<file path="config.mk">
export PLATFORM = sky130hd
export DESIGN_NAME = alarm_csr
export DESIGN_NICKNAME = d
export VERILOG_FILES = /design/src/rtl/alarm_csr_pkg.sv /design/src/rtl/csr_update_timer.sv /design/src/rtl/csr_battery_flag.sv /design/src/rtl/csr_alarm_flag.sv /design/src/rtl/alarm_csr.sv
export SDC_FILE = /design/constraint.sdc
export NUM_CORES = 1
export LEC_CHECK = 0
export BUFFER_PORTS_ARGS = -buffer_cell sky130_fd_sc_hd__buf_2
export CORE_MARGIN = 5
export CORE_UTILIZATION = 30
export DETAILED_ROUTE_END_ITERATION = 6
export PLACE_DENSITY = 0.63
export SLEW_MARGIN = 0
export SYNTH_ARGS = -nofsm -noshare
export SYNTH_HDL_FRONTEND = slang
export SYNTH_SLANG_ARGS = --single-unit
</file>
<file path="constraint.sdc">
create_clock -name clk -period 2.7 [get_ports clk]
set_clock_uncertainty 0.1 [all_clocks]
set_input_delay 0.27 -clock clk [delete_from_list [all_inputs] [get_ports clk]]
set_output_delay 0.27 -clock clk [all_outputs]
set_load 0.01 [all_outputs]
</file>
<file path="src/rtl/alarm_csr_pkg.sv">
package alarm_csr_pkg;
  localparam int DATA_W = 8;

  typedef struct packed {
    logic       osc_off;
    logic       wr_prot;
    logic       div_hi;
    logic       div_lo;
    logic       alarm_ie;
    logic       rsvd;
    logic [1:0] ch_field;
  } ctrl_t;

  localparam ctrl_t CTRL_RESET = 8'hB0;

  // bit 2 is reserved and never stored
  function automatic ctrl_t ctrl_clean(input logic [DATA_W-1:0] d);
    ctrl_t c;
    c = ctrl_t'(d);
    c.rsvd = 1'b0;
    return c;
  endfunction

  function automatic logic [DATA_W-1:0] status_word(input logic cu, input logic lobat,
                                                    input logic flag);
    return {cu, lobat, 5'b00000, flag};
  endfunction
endpackage

</file>
<file path="src/rtl/csr_update_timer.sv">
module csr_update_timer #(
  parameter int PERIOD = 488,
  parameter int WINDOW = PERIOD / 2
) (
  input  logic clk,
  input  logic rst_n,
  input  logic tick,
  output logic cu_flag,
  output logic upd_strobe
);
  localparam int CW = $clog2(PERIOD);
  localparam logic [CW-1:0] LAST    = CW'(PERIOD - 1);
  localparam logic [CW-1:0] CU_FROM = CW'(PERIOD - WINDOW);

  logic [CW-1:0] cnt_q;
  logic          wrap_evt;

  function automatic logic [CW-1:0] cnt_advance(input logic [CW-1:0] c);
    return (c == LAST) ? '0 : c + 1'b1;
  endfunction

  assign wrap_evt = tick && (cnt_q == LAST);

  always_ff @(posedge clk) begin
    if (!rst_n) begin
      cnt_q      <= '0;
      cu_flag    <= 1'b0;
      upd_strobe <= 1'b0;
    end else begin
      upd_strobe <= wrap_evt;
      if (tick) begin
        cnt_q   <= cnt_advance(cnt_q);
        cu_flag <= (cnt_advance(cnt_q) >= CU_FROM);
      end
    end
  end

  assert_cnt_bound_R8: assert property (@(posedge clk) disable iff (!rst_n)
    cnt_q <= LAST);
  assert_upd_clears_cu_R8: assert property (@(posedge clk) disable iff (!rst_n)
    upd_strobe |-> !cu_flag);
  assert_upd_single_R8: assert property (@(posedge clk) disable iff (!rst_n)
    upd_strobe |=> !upd_strobe);
  assert_cu_needs_tick_R8: assert property (@(posedge clk) disable iff (!rst_n)
    !tick |=> $stable(cu_flag));
endmodule

</file>
<file path="src/rtl/csr_battery_flag.sv">
module csr_battery_flag (
  input  logic clk,
  input  logic rst_n,
  input  logic below_low,
  input  logic above_high,
  output logic lobat
);
  always_ff @(posedge clk) begin
    if (!rst_n)          lobat <= 1'b0;
    else if (below_low)  lobat <= 1'b1;
    else if (above_high) lobat <= 1'b0;
  end

  assert_lobat_set_R9: assert property (@(posedge clk) disable iff (!rst_n)
    below_low |=> lobat);
  assert_lobat_hold_R9: assert property (@(posedge clk) disable iff (!rst_n)
    (!below_low && !above_high) |=> $stable(lobat));
endmodule

</file>
<file path="src/rtl/csr_alarm_flag.sv">
module csr_alarm_flag (
  input  logic clk,
  input  logic rst_n,
  input  logic match_pulse,
  input  logic alarm_access,
  output logic irq_flag
);
  always_ff @(posedge clk) begin
    if (!rst_n)            irq_flag <= 1'b0;
    else if (match_pulse)  irq_flag <= 1'b1;
    else if (alarm_access) irq_flag <= 1'b0;
  end

  assert_set_wins_R5: assert property (@(posedge clk) disable iff (!rst_n)
    match_pulse |=> irq_flag);
  assert_access_clears_R5: assert property (@(posedge clk) disable iff (!rst_n)
    (alarm_access && !match_pulse) |=> !irq_flag);
  assert_flag_sticky_R3: assert property (@(posedge clk) disable iff (!rst_n)
    (irq_flag && !alarm_access) |=> irq_flag);
endmodule

</file>
<file path="src/rtl/alarm_csr.sv">
module alarm_csr #(
  parameter int          ADDR_W   = 4,
  parameter int          PERIOD   = 488,
  parameter int          NUM_CH   = 3,
  parameter logic [3:0]  ALARM_LO = 4'h1,
  parameter logic [3:0]  ALARM_HI = 4'h5,
  parameter logic [3:0]  CTRL_AD  = 4'hB,
  parameter logic [3:0]  STAT_AD  = 4'hC
) (
  input  logic              clk,
  input  logic              rst_n,
  input  logic [ADDR_W-1:0] bus_addr,
  input  logic              bus_rd,
  input  logic              bus_wr,
  input  logic [7:0]        bus_wdata,
  output logic [7:0]        bus_rdata,
  input  logic              alarm_match,
  input  logic              tick,
  input  logic              bat_low_trip,
  input  logic              bat_high_ok,
  output logic              irq,
  output logic [NUM_CH-1:0] chan_sel,
  output logic              adc_update
);
  import alarm_csr_pkg::*;

  ctrl_t ctrl_q;
  logic  cu_flag, lobat, irq_flag;
  logic  alarm_hit, alarm_access, ctrl_wr_evt;

  assign alarm_hit    = (bus_addr >= ADDR_W'(ALARM_LO)) && (bus_addr <= ADDR_W'(ALARM_HI));
  assign alarm_access = alarm_hit && (bus_rd || bus_wr);
  assign ctrl_wr_evt  = bus_wr && (bus_addr == ADDR_W'(CTRL_AD));

  always_ff @(posedge clk) begin
    if (!rst_n)           ctrl_q <= CTRL_RESET;
    else if (ctrl_wr_evt) ctrl_q <= ctrl_clean(bus_wdata);
  end

  csr_update_timer #(.PERIOD(PERIOD)) u_timer (
    .clk(clk), .rst_n(rst_n), .tick(tick),
    .cu_flag(cu_flag), .upd_strobe(adc_update)
  );

  csr_battery_flag u_bat (
    .clk(clk), .rst_n(rst_n), .below_low(bat_low_trip),
    .above_high(bat_high_ok), .lobat(lobat)
  );

  csr_alarm_flag u_alarm (
    .clk(clk), .rst_n(rst_n), .match_pulse(alarm_match),
    .alarm_access(alarm_access), .irq_flag(irq_flag)
  );

  assign irq = irq_flag && ctrl_q.alarm_ie;

  always_comb begin
    bus_rdata = '0;
    if (bus_rd) begin
      if (bus_addr == ADDR_W'(CTRL_AD))      bus_rdata = ctrl_q;
      else if (bus_addr == ADDR_W'(STAT_AD)) bus_rdata = status_word(cu_flag, lobat, irq_flag);
    end
  end

  for (genvar g = 0; g < NUM_CH; g++) begin : g_chdec
    assign chan_sel[g] = (ctrl_q.ch_field == 2'(g + 1));
  end

  assert_chsel_onehot_R6: assert property (@(posedge clk) disable iff (!rst_n)
    $onehot0(chan_sel));
  assert_status_wr_ignored_R7: assert property (@(posedge clk) disable iff (!rst_n)
    (bus_wr && bus_addr == ADDR_W'(STAT_AD)) |=> $stable(ctrl_q));
  assert_irq_drops_on_clear_R4: assert property (@(posedge clk) disable iff (!rst_n)
    (alarm_access && !alarm_match) |=> !irq);
endmodule

</file>
# Word-level counts from Yosys, hierarchy flattened
# Cells that the tools add are included.
# classes
n_lt_le_gt_ge	3
n_addsub	1
muxes	8
n_reduce_logical	8
n_eq_ne	6
# ops
operator	n
$mux W8	3
$add A9 B1 Y9 const B	1
$eq A9 B9 Y1 const B	1
$ge A9 B8 Y1 const B	1
$mux W9	1
$eq A4 B4 Y1 const B	2
$logic_and A1 B1 Y1	5
$eq A2 B2 Y1 const B	2
$ge A4 B1 Y1 const B	1
$le A4 B3 Y1 const B	1
$mux W1	4
$reduce_bool A2 Y1	2
$eq A2 B1 Y1 const B	1
$logic_or A1 B1 Y1	1
# word_totals
word_cells	37
out_inout_bits	13
register_bits	20

# Longest topological paths before layout
# logic_depth
depth_word	5
mapped_depth	7
depth_no_buf	6

# Cells and area by module
# Synthesis repeated with hierarchy kept, for this count alone.
# hier_totals
hier_cells	138
area_unflattened_um2	1204.9
# by_module_without_submodules
mod	area_per_inst_um2	cells_each	seq_area_each_um2	n_inst
csr_update_timer	685.7	81	220.2	1
alarm_csr	436.7	51	140.1	1
csr_alarm_flag	41.3	3	20.0	1
csr_battery_flag	41.3	3	20.0	1

# Worst setup path after synthesis
# OpenSTA, ideal clock, no wires.
# synth_path
kind	reg-to-reg
start	reg u_timer.cnt_q[0]
end	reg u_timer.cu_flag
arrival_time_ns	1.494
synth_period_minus_slack_ns	1.663
stages_incl_launch_ff	7
slack_ns	1.037
required_time_ns	2.530
cell_sequence	dfxtp_1 ha_1 clkbuf_4 or4_1 a21oi_1 o2bb2ai_1 a21oi_1
# synth_between
elab_chain_cells	3
elab_cells_between_ends	4
classes_between	add/sub (1); order compare (1); eq/ne (1); mux (1)
# synth_rtl
element	line	text
from (decl)	csr_update_timer.sv:15	logic [CW-1:0] cnt_q;
from (signal assigned)	csr_update_timer.sv:32	cnt_q <= cnt_advance(cnt_q);
$add A9 B1 Y9 / $eq A9 B9 Y1 (equally long branches)	csr_update_timer.sv:19	return (c == LAST) ? '0 : c + 1'b1;
$mux W9 *	csr_update_timer.sv:19	
$ge A9 B8 Y1 *	csr_update_timer.sv:33	cu_flag <= (cnt_advance(cnt_q) >= CU_FROM);
to (signal assigned)	csr_update_timer.sv:33	
to (decl)	csr_update_timer.sv:8	output logic cu_flag,
# Every way passes the cells marked *; elsewhere a longest branch is shown, timed or not.
# A chain may end at the register's enable or synchronous reset.

# Worst setup path in the final report
# layout_path
start	reg u_timer.cnt_q[0]
end	reg u_timer.cnt_q[3]
# layout_between
elab_chain_cells	2
elab_cells_between_ends	3
classes_between	add/sub (1); eq/ne (1); mux (1)
# layout_rtl
element	line
$add A9 B1 Y9 / $eq A9 B9 Y1 (equally long branches)	csr_update_timer.sv:19
$mux W9 *	csr_update_timer.sv:19
# Marks and branches as above.

==> run metrics <==
post-synthesis async set-or-reset flop share 0%; worst setup margin around 0.82 ns; Synth Warn # 0; crit end category flop; clk root buf clkbuf_8; # fillers 394; DR WL/cell between 10 and 15 um; critical path startpoint category flop; status completed; Worst-Margin Slew roughly 0.53 ns; CTS tree done; peak supply drop 0.0002402 V; setup slack, reg-to-reg roughly 0.82 ns; antenna cell count 0; Final min period between 1.5 and 2 ns; Fin. Hold Viols 0; final setup fails 0; Yosys cell types 47; detailed-route via count 1079; Die ar. ~5200 um2; CTS Buffer Depth 2; Leak between 0.0005 and 0.0006 uW; Tot GR Track Use 10.31%; pin count of the biggest net entering global routing 21; most common cell after layout, fill and taps aside buf_2; Worst EP required ~2.8 ns; WL final 2.581 mm; synthesized area about 1200 um2; Slew Viols, Final 0; Core ar. around 3700 um2; Synth Net Count between 150 and 200; worst endpoint data arrival time 1.93 ns; GRT Residual Overflow 0; number of violations reported at the end of detailed-routing iteration 0 65; vias per cell 5.066; Top FF cell, synth dfxtp_1; Avg Cell Area, Syn approximately 8 um2; IO buf count 30; Reg clk slew, reported paths roughly 0.070 ns; nets approximately 190; initial antenna violation count 0; fraction of the cycle the final worst path needs between 60 and 70%; Mapped Cells about 140; initial cell density of the core 31.41%; reg2reg start u_timer.cnt_q[0]; Sink Count 20; drt drc 0; TritonCTS Buffers 3; Reg2Reg Capture Point u_timer.cnt_q[3]; CTS resizes 0; Die H ~72 um; clock latency on the worst-skew pair between 0.2 and 0.3 ns; Hold Crit Class in -> reg; TNS Setup 0 ns; FP Rows 22; WHS Path Cells 2; # Max-Cap Violations 0; f_max 531.9 MHz; first-pass GRT wire length between 4 and 5 mm; most frequent cells in the layout buf_2 (30), dfxtp_1 (20), nand2_1 (16), nand3_1 (14), nor2b_1 (10); CP max FO 11; Post-synth EDFFs 0; # Post-CTS Setup Buffers 0; I/O pins 33; kind of critical path reg -> reg; share of layout cells above drive strength 1 around 24%; dpl ws between 0.8 and 0.9 ns; vias in the first global route between 900 and 1000; share of the yosys chip area belonging to registers between 30% and 40%; Layout Utilization between 30% and 40%; Slew HR between 60% and 70%; Worst Hold Path EP u_bat.lobat; worst hold start bat_low_trip; htree depth 1; die width 72.15 um; power per cell area 410.7 nW/um2; Reg2Reg Depth 6; area delta synth->final 16.09%; drt pass-1 iters 4; hold_buf cts 0; RSZ-0062 raised after global routing no; post-synthesis register bit count 20; Final GP Congestion 0.8522; Final ANT Viol Nets 0
==> per-layer routing <==
metal	GRT usage (%)	part of all wire, %	up-vias
met5	0	0	-
met4	3.758	1.3	0
met3	3.047	9.9	4
met2	15.98	41	38
met1	13.51	48	483
li1	-	-	554
==> worst max path at each step <==
stage,from,end,slack (ns),cells after the start
after global routing,u_timer.cnt_q[0],u_timer.cnt_q[3],0.66,6
after global placement,u_timer.cnt_q[0],u_timer.cnt_q[3],0.83,6
final,u_timer.cnt_q[0],u_timer.cnt_q[3],0.82,6
after CTS,u_timer.cnt_q[0],u_timer.cnt_q[3],0.83,6
after floorplan,u_timer.cnt_q[0],u_timer.cu_flag,1.04,6
after detailed placement,u_timer.cnt_q[0],u_timer.cnt_q[3],0.85,6
==> cell type report <==
class                   instances  area (um2)  share of cell area [%]
well taps                      48       60.06                   4.465
flip-flops and latches         20       400.4                   29.77
clock buffers                   3       41.29                   3.070
inverters                       2       7.507                  0.5581
multi-input cells             110       685.7                   50.98
repair buffers                 30       150.1                   11.16
==> power by group <==
group / internal, uW / switching [uW]
logic: 24.4 / 28.1
clock network: 99.2 / 90.4
registers: 303 / 7.35
==> Yosys cell counts (all sizes together), types with 2 or more instances <==
master / count / share of area [%]
inv: 2 / 0.65
o21a: 4 / 2.6
o31ai: 2 / 1.3
nand4: 2 / 1.1
and3: 8 / 4.9
a22oi: 3 / 1.9
nor2: 3 / 0.97
xnor2: 2 / 1.5
buf: 3 / 2.1
nand2: 16 / 5.2
o21ai: 7 / 3.0
nand3: 14 / 6.0
nor2b: 10 / 5.4
dfxtp: 20 / 35
ha: 2 / 2.2
clkbuf: 7 / 3.6
and2: 5 / 2.7
a21boi: 5 / 3.2
nor3: 3 / 1.3
a21oi: 7 / 3.0
==> registers in the layout (all words and copies together) (netlist names) <==
| signal | cells |
|---|---|
| ctrl_q | 7 |
| u_alarm.irq_flag | 1 |
| u_bat.lobat | 1 |
| u_timer.cnt_q | 9 |
| u_timer.cu_flag | 1 |
| u_timer.upd_strobe | 1 |
==> through the flow <==
stage          std cells  total power (uW)  cell area, um2  hold WS, ns
2_1_floorplan        142             349.1            1159       0.2938
3_3_place_gp         210             368.9            1304       0.3460
3_5_place_dp         210             370.2            1304       0.3498
4_1_cts              213             561.7            1345       0.1205
5_1_grt              213             581.6            1345       0.1174
6_report             213             552.5            1345       0.1250
==> cells by family (layout without fill, tap and decap cells) <==
family | Yosys count | after routing | share of synthesized area [%]
AND/OR/NAND/NOR | 70 | 70 | 34.34
AO/OA/AOI/OAI | 34 | 34 | 19.98
flip-flops | 20 | 20 | 34.56
buffers and inverters | 12 | 35 | 6.262
adder cells (fa/ha/maj) | 2 | 2 | 2.159
XOR/XNOR | 2 | 2 | 1.512
other | 1 | 1 | 0.3237
multiplexers | 1 | 1 | 0.8640
==> worst max-delay path: stages, from the launching register on <==
cell,delay (ns)
dfxtp_1,0.42
ha_1,0.41
nand3_1,0.16
and4bb_2,0.40
o21ai_1,0.09
a21oi_1,0.15
nor2b_1,0.05
(Power assumes the default switching activity.)
